===== config.mk =====
export PLATFORM = sky130hd
export DESIGN_NAME = ctl_bit_decoder
export DESIGN_NICKNAME = d
export VERILOG_FILES = /design/src/rtl/ctl_bit_pkg.sv /design/src/rtl/ctl_bit_ctrl.sv /design/src/rtl/ctl_bit_dpath.sv /design/src/rtl/ctl_bit_decoder.sv
export SDC_FILE = /design/constraint.sdc
export NUM_CORES = 1
export LEC_CHECK = 0
export CORE_MARGIN = 5
export CORE_UTILIZATION = 40
export DETAILED_ROUTE_END_ITERATION = 8
export DONT_BUFFER_PORTS = 1
export GPL_TIMING_DRIVEN = 0
export PLACE_DENSITY_LB_ADDON = 0.25
export SLEW_MARGIN = 10
export SYNTH_ARGS = -nofsm -noshare
export SYNTH_HDL_FRONTEND = slang
export SYNTH_SLANG_ARGS = --single-unit

===== constraint.sdc =====
create_clock -name clk -period 2.3 [get_ports clk]
set_clock_uncertainty 0.1 [all_clocks]
set_input_delay 0.46 -clock clk [delete_from_list [all_inputs] [get_ports clk]]
set_output_delay 0.46 -clock clk [all_outputs]
set_load 0.01 [all_outputs]

===== src/rtl/ctl_bit_pkg.sv =====
package ctl_bit_pkg;
  localparam int ADDR_W = 4;
  localparam int DATA_W = 8;
  localparam int IDX_W  = $clog2(DATA_W);

  localparam logic [ADDR_W-1:0] ADR_WDATA_STB = ADDR_W'(8);
  localparam logic [ADDR_W-1:0] ADR_CUR_MOVE  = ADDR_W'(10);
  localparam logic [ADDR_W-1:0] ADR_KBD_CUR   = ADDR_W'(12);
  localparam logic [ADDR_W-1:0] ADR_DUAL_ACK  = ADDR_W'(13);
  localparam logic [ADDR_W-1:0] ADR_DISP_BEEP = ADDR_W'(14);
  localparam logic [ADDR_W-1:0] ADR_WORD      = ADDR_W'(15);

  typedef struct packed {
    logic             dataWr;
    logic [IDX_W-1:0] idx;
    logic             bitVal;
    logic             ldWord;
    logic             ldKbdInt;
    logic             ldCursor;
    logic             ldDual;
    logic             ldDisp;
    logic             ldBeep;
    logic             pulseWd;
    logic             pulseMove;
    logic             pulseAck;
  } ctlStrobe_t;
endpackage


===== src/rtl/ctl_bit_ctrl.sv =====
module ctl_bit_ctrl
  import ctl_bit_pkg::*;
(
  input  logic              wrStrobe,
  input  logic              selN,
  input  logic [ADDR_W-1:0] bitAddr,
  input  logic              dataBit,
  input  logic              wordSel,
  output ctlStrobe_t        stb
);
  logic dataLatchEnN;
  logic ctrlEnN;

  // byte selector: all enables inactive unless select is low
  always_comb begin
    dataLatchEnN = 1'b1;
    ctrlEnN      = 1'b1;
    if (!selN && wrStrobe) begin
      if (bitAddr[ADDR_W-1]) ctrlEnN = 1'b0;
      else                   dataLatchEnN = 1'b0;
    end
  end

  // banked command decode
  always_comb begin
    stb        = '0;
    stb.idx    = bitAddr[IDX_W-1:0];
    stb.bitVal = dataBit;
    stb.dataWr = !dataLatchEnN;
    if (!ctrlEnN) begin
      case (bitAddr)
        ADR_WDATA_STB: stb.pulseWd   = dataBit & ~wordSel;
        ADR_CUR_MOVE:  stb.pulseMove = dataBit;
        ADR_KBD_CUR: begin
          if (wordSel) stb.ldCursor = 1'b1;
          else         stb.ldKbdInt = 1'b1;
        end
        ADR_DUAL_ACK: begin
          if (wordSel) stb.pulseAck = dataBit;
          else         stb.ldDual   = 1'b1;
        end
        ADR_DISP_BEEP: begin
          if (wordSel) stb.ldBeep = 1'b1;
          else         stb.ldDisp = 1'b1;
        end
        ADR_WORD:      stb.ldWord = 1'b1;
        default: ;
      endcase
    end
  end
endmodule


===== src/rtl/ctl_bit_dpath.sv =====
module ctl_bit_dpath
  import ctl_bit_pkg::*;
(
  input  logic              clk,
  input  logic              rst,
  input  ctlStrobe_t        stb,
  input  logic              prevClrN,
  output logic              wdStrobeN,
  output logic              cursorMoveN,
  output logic              refreshReadN,
  output logic              kbdAckN,
  output logic              kbdIntEn,
  output logic              cursorEn,
  output logic              dualIntEn,
  output logic              dispEn,
  output logic              beepEn,
  output logic              wordSel,
  output logic              prevFlag,
  output logic [DATA_W-1:0] wrData
);
  logic [DATA_W-1:0] bitEn;

  for (genvar i = 0; i < DATA_W; i++) begin : g_bitEn
    assign bitEn[i] = stb.dataWr && (stb.idx == IDX_W'(i));
  end

  always_ff @(posedge clk) begin
    if (rst) wrData <= '0;
    else     wrData <= (wrData & ~bitEn) | ({DATA_W{stb.bitVal}} & bitEn);
  end

  always_ff @(posedge clk) begin
    if (rst) begin
      wdStrobeN    <= 1'b1;
      cursorMoveN  <= 1'b1;
      refreshReadN <= 1'b1;
      kbdAckN      <= 1'b1;
    end else begin
      wdStrobeN    <= !stb.pulseWd;
      cursorMoveN  <= !stb.pulseMove;
      refreshReadN <= !stb.pulseMove;
      kbdAckN      <= !stb.pulseAck;
    end
  end

  always_ff @(posedge clk) begin
    if (rst) begin
      kbdIntEn  <= 1'b0;
      cursorEn  <= 1'b0;
      dualIntEn <= 1'b0;
      dispEn    <= 1'b0;
      beepEn    <= 1'b0;
      wordSel   <= 1'b0;
    end else begin
      if (stb.ldKbdInt) kbdIntEn  <= stb.bitVal;
      if (stb.ldCursor) cursorEn  <= stb.bitVal;
      if (stb.ldDual)   dualIntEn <= stb.bitVal;
      if (stb.ldDisp)   dispEn    <= stb.bitVal;
      if (stb.ldBeep)   beepEn    <= stb.bitVal;
      if (stb.ldWord)   wordSel   <= stb.bitVal;
    end
  end

  // sticky record of word-select already being 1 when a 1 is written to it
  always_ff @(posedge clk) begin
    if (rst || !prevClrN)                          prevFlag <= 1'b0;
    else if (stb.ldWord && stb.bitVal && wordSel)  prevFlag <= 1'b1;
  end
endmodule


===== src/rtl/ctl_bit_decoder.sv =====
module ctl_bit_decoder
  import ctl_bit_pkg::*;
(
  input  logic              clk,
  input  logic              rst,
  input  logic              wrStrobe,
  input  logic [ADDR_W-1:0] bitAddr,
  input  logic              dataBit,
  input  logic              selN,
  input  logic              prevClrN,
  output logic              wdStrobeN,
  output logic              cursorMoveN,
  output logic              refreshReadN,
  output logic              kbdAckN,
  output logic              kbdIntEn,
  output logic              cursorEn,
  output logic              dualIntEn,
  output logic              dispEn,
  output logic              beepEn,
  output logic              wordSel,
  output logic              prevFlag,
  output logic [DATA_W-1:0] wrData,
  output logic              rdBit
);
  ctlStrobe_t stb;

  ctl_bit_ctrl u_ctrl (
    .wrStrobe (wrStrobe),
    .selN     (selN),
    .bitAddr  (bitAddr),
    .dataBit  (dataBit),
    .wordSel  (wordSel),
    .stb      (stb)
  );

  ctl_bit_dpath u_dpath (
    .clk          (clk),
    .rst          (rst),
    .stb          (stb),
    .prevClrN     (prevClrN),
    .wdStrobeN    (wdStrobeN),
    .cursorMoveN  (cursorMoveN),
    .refreshReadN (refreshReadN),
    .kbdAckN      (kbdAckN),
    .kbdIntEn     (kbdIntEn),
    .cursorEn     (cursorEn),
    .dualIntEn    (dualIntEn),
    .dispEn       (dispEn),
    .beepEn       (beepEn),
    .wordSel      (wordSel),
    .prevFlag     (prevFlag),
    .wrData       (wrData)
  );

  assign rdBit = wrData[bitAddr[IDX_W-1:0]];
endmodule


# [Yosys cells after proc, flatten, opt, wreduce, memory -nomap -nowiden]
# Cells that the tools add are included.
[totals] reg_bits=18 input_bits=10 output_inout_bits=20 word_cells=67
[classes] n_lt_le_gt_ge=1 n_eq_ne=13 n_mux=17 bitwise=6 reduce_logical=19
[ops] op="== test 4 bit (second input constant)" n=6
[ops] op="AND 8 bit" n=2
[ops] op="two-way mux 1 bit" n=13
[ops] op="== test 3 bit (second input constant)" n=4
[ops] op="logical AND 1 bit" n=11
[ops] op="two-way mux 9 bit" n=1
[ops] op="NOT 8 bit" n=1
[ops] op="OR 8 bit" n=1
[ops] op="== test 3 x 2 -> 1 bit (second input constant)" n=2
[ops] op="logical NOT 1 bit" n=6
[ops] op="< comparator 3 x 4 -> 1 bit (second input constant)" n=1
[ops] op="two-way mux 2 bit" n=2
[ops] op="binary-select mux 1 bit (select 3 bit)" n=1
[ops] op="== test 3 x 1 -> 1 bit (second input constant)" n=1
[ops] op="logical NOT 3 bit" n=1
[ops] op="AND 1 bit" n=1
[ops] op="logical OR 1 bit" n=1
[ops] op="NOT 1 bit" n=1

# [Depth between registers and ports, before layout]
[depth] ltp_word=8 depth_mapped=4 mapped_depth_nobuf=3

# [Hierarchy]
# From an unflattened synthesis, not the netlist that was laid out.
[unflattened] hier_cells=89 hier_area_um2=958.4
[by_module_without_submodules] module="ctl_bit_dpath" n_inst=1 cells_per_inst=64 area_each_um2=719.4
[by_module_without_submodules] module="ctl_bit_ctrl" n_inst=1 cells_per_inst=22 area_each_um2=175.2
[by_module_without_submodules] module="ctl_bit_decoder" n_inst=1 cells_per_inst=3 area_each_um2=63.8

# [Least setup slack after synthesis]
# Ideal clock, no wire load.
[synth_path] kind="input-to-output" from="in bitAddr[0]" to="out rdBit" t_arrival_ps=1378 slack_ps=362 path_stages=3 path_cell_list="buf_6 mux4_1 mux2_2"
[synth_via] elab_chain_cells=2
[synth_rtl] element="start, declared" line_no="ctl_bit_decoder.sv:7" source="input logic [ADDR_W-1:0] bitAddr,"
[synth_rtl] element="binary-select mux 1 bit (select 3 bit)" line_no="ctl_bit_decoder.sv:55" source="assign rdBit = wrData[bitAddr[IDX_W-1:0]];"
[synth_rtl] element="two-way mux 1 bit (not written as such)" line_no="ctl_bit_decoder.sv:55"
[synth_rtl] element="end, declared" line_no="ctl_bit_decoder.sv:23" source="output logic rdBit"
# No other way between the ends. The select of a mux whose other input is x is not followed.

==> impl_results.md <==
* First-pass GRT wire length at roughly 3000 um
* Longest Clk Path Bufs at 2
* Synth area leaders: dfxtp_1 (41%), mux2i_1 (16%), nand2b_1 (11%)
* Post-DP HPWL at about 1400 um
* Overall Global Routing Usage at approximately an eighth
* Class of the worst hold path: in -> reg
* Hold Vio Cnt, Final at 0
* Post-layout minimum cycle time at between 2 and 2.5 ns
* Power per cell area at between 500 and 600 nW/um^2
* DRC at 0
* Crit path cell chain: mux4_1 > mux2_2
* Syn nets at 98
* Sequential fraction of the synthesis area at 41.0%
* Max Cap Violations at 0
* Hold path startpoint: bitAddr[2]
* Synth Warn # at 0
* DR vias at ~640
* Critical path type: reg -> out
* Starting Density at approximately two fifths
* Clock Pin Slew Worst Setup and Hold Paths at roughly 0.10 ns
* Port Buffers at 0
* Number of synthesized flops with an enable pin at 0
* Fmax achieved at between 400 and 500 MHz
* Synth Register Bits at 18
* Critical path capture point type: output port
* Total Wirelength at between 1500 and 2000 um
* # rows at 17
* Area of the multi-input gates at between 400 and 500 um^2
* Post-synth top area share at 41.0%
* Final Setup Violations at 0
* Count leader, synth: dfxtp_1
* DR iter-0 viols at 16
* Clk sink count at 18
* Post-route antenna net violation count at 0
* Cells after Synth at between 80 and 90
* Fin crit share at 89.7%
* Worst path required time at ~1.7 ns
* Leading area contributor after synthesis: dfxtp_1
* WP buf/inv at 0
* CP max stage cell: mux4_1
* Number of global-route vias before repair at about 620
* Ys async rst share at 0%
* Leakage dissipation at 0.426 nW
* Resize count post-CTS at 0
* Die Footprint at approximately 3200 um^2
* Crit Reg-Reg Startpoint: u_dpath.wordSel
* Share of cells above drive strength 1 at around an eighth
* Drt first pass iters at 4
* CP max FO at 3
* Final core utilization at 44.3%
* Sequential cell area at ~360 um^2
* Max-slew violations at 0
* Filler instances at approximately 220
* Worst-Margin Slew at about 0.43 ns
* Nets at 103
* Worst path max stage delay at 0.52 ns
* Average size of a mapped cell at 10.0 um^2
* Cts hold-fix bufs at 0
* Drt via density at approximately 5.4
* Outcome: finished clean
* Post-Syn Area at ~880 um^2
* Number of diodes at 0
* Die width at about 57 um
* DP Area at between 900 and 1000 um^2
* Area grow syn2layout at 8.11%
* Peak supply drop at 388 uV
* Skew-Pair Late Insertion Delay at around 0.3 ns
* Largest net degree at the start of global routing at 11
* CTS tree: yes
* Setup_tns at 0 ns
* Post-CTS Setup Inserts at 0
* CP Launch Type: flop
* Critical Path AT at ~1.5 ns
* GR Overflow Total at 0
* Main flop type after synthesis: dfxtp_1
* I/O pins at 30
* Antenna violations before repair at 0
* RSZ-0062 raised after global routing: no
* Die height at 56.9 um
* CTS buffer count at 3
* Synth unique cells at 24
* H-tree levels at 1
* GP Congestion at about 0.73
* Final instance area at around 950 um^2
* Commonest cells in the netlist: dfxtp_1 (18), nand2b_1 (15), mux2i_1 (14)
* Core area at roughly 2100 um^2
* Rel. slew slack at ~70%
* Avg WL per Cell at between 15 and 20 um
* Top cell family by delay on the critical path: multiplexers
* Root buffer cell: clkbuf_4
[layout by cell type, fill, tap and decap left out, drive strengths merged, types with 4 or more instances in the layout]
master   n
mux2i   14
nand2b  15
dfxtp   18
clkbuf   7
nand2   10
nand3    5
buf      4
[kinds of logic (layout without fill, tap and decap cells)]
family                 count (synthesis)  count (layout)  synth area share, %
AND/OR/NAND/NOR                       44              44                 30.3
multiplexers                          17              17                 23.2
buffers and inverters                  8              12                 4.98
AO/OA/AOI/OAI                          1               1                0.568
flip-flops                            18              18                 41.0
[final timing paths]
| kind | end | slack (ns) | cells past startpoint |
|---|---|---|---|
| worst max-delay path | rdBit | 0.24 | 2 |
| worst min-delay path | u_dpath.cursorMoveN | 0.17 | 2 |
| worst max register to register | u_dpath.kbdIntEn | 1.16 | 3 |
| worst min register to register | u_dpath.prevFlag | 0.42 | 2 |
[area by class of cell]
type / instances / area share [%]
multi-input combinational: 62 / 50.0
tap: 28 / 3.68
inverter: 1 / 0.395
sequential: 18 / 37.9
buffer: 7 / 4.21
clock buffer: 4 / 3.82
[stage by stage]
step | std cells | worst slack (ns) | power (mW) | hold slack (ns)
after CTS | 120 | 0.221 | 0.559 | 0.169
after floorplan | 88 | 0.362 | 0.352 | 0.383
after detailed placement | 116 | 0.296 | 0.359 | 0.411
after global routing | 120 | 0.193 | 0.581 | 0.169
after global placement | 116 | 0.294 | 0.359 | 0.401
final | 120 | 0.236 | 0.553 | 0.172
[power by group]
| part | switching (mW) | total, mW | internal, mW |
|---|---|---|---|
| logic | 0.0193 | 0.0367 | 0.0174 |
| registers | 0.00227 | 0.315 | 0.313 |
| clock network | 0.104 | 0.201 | 0.0968 |
| total | 0.126 | 0.553 | 0.427 |
[routing by layer]
metal / vias up / wire length, um / track usage, %
met4: 0 / 52 / 7.95
met1: 303 / 735 / 14.1
met3: 5 / 141 / 4.60
li1: 313 / - / -
met2: 23 / 876 / 18.9
met5: - / 0 / 0
[worst reg2reg max path: cells and delay by family, from the launching register on]
family,cells,cell delay (ns)
flops,1,0.43
simple gates,2,0.37
mux,1,0.12
(Power assumes the default switching activity.)
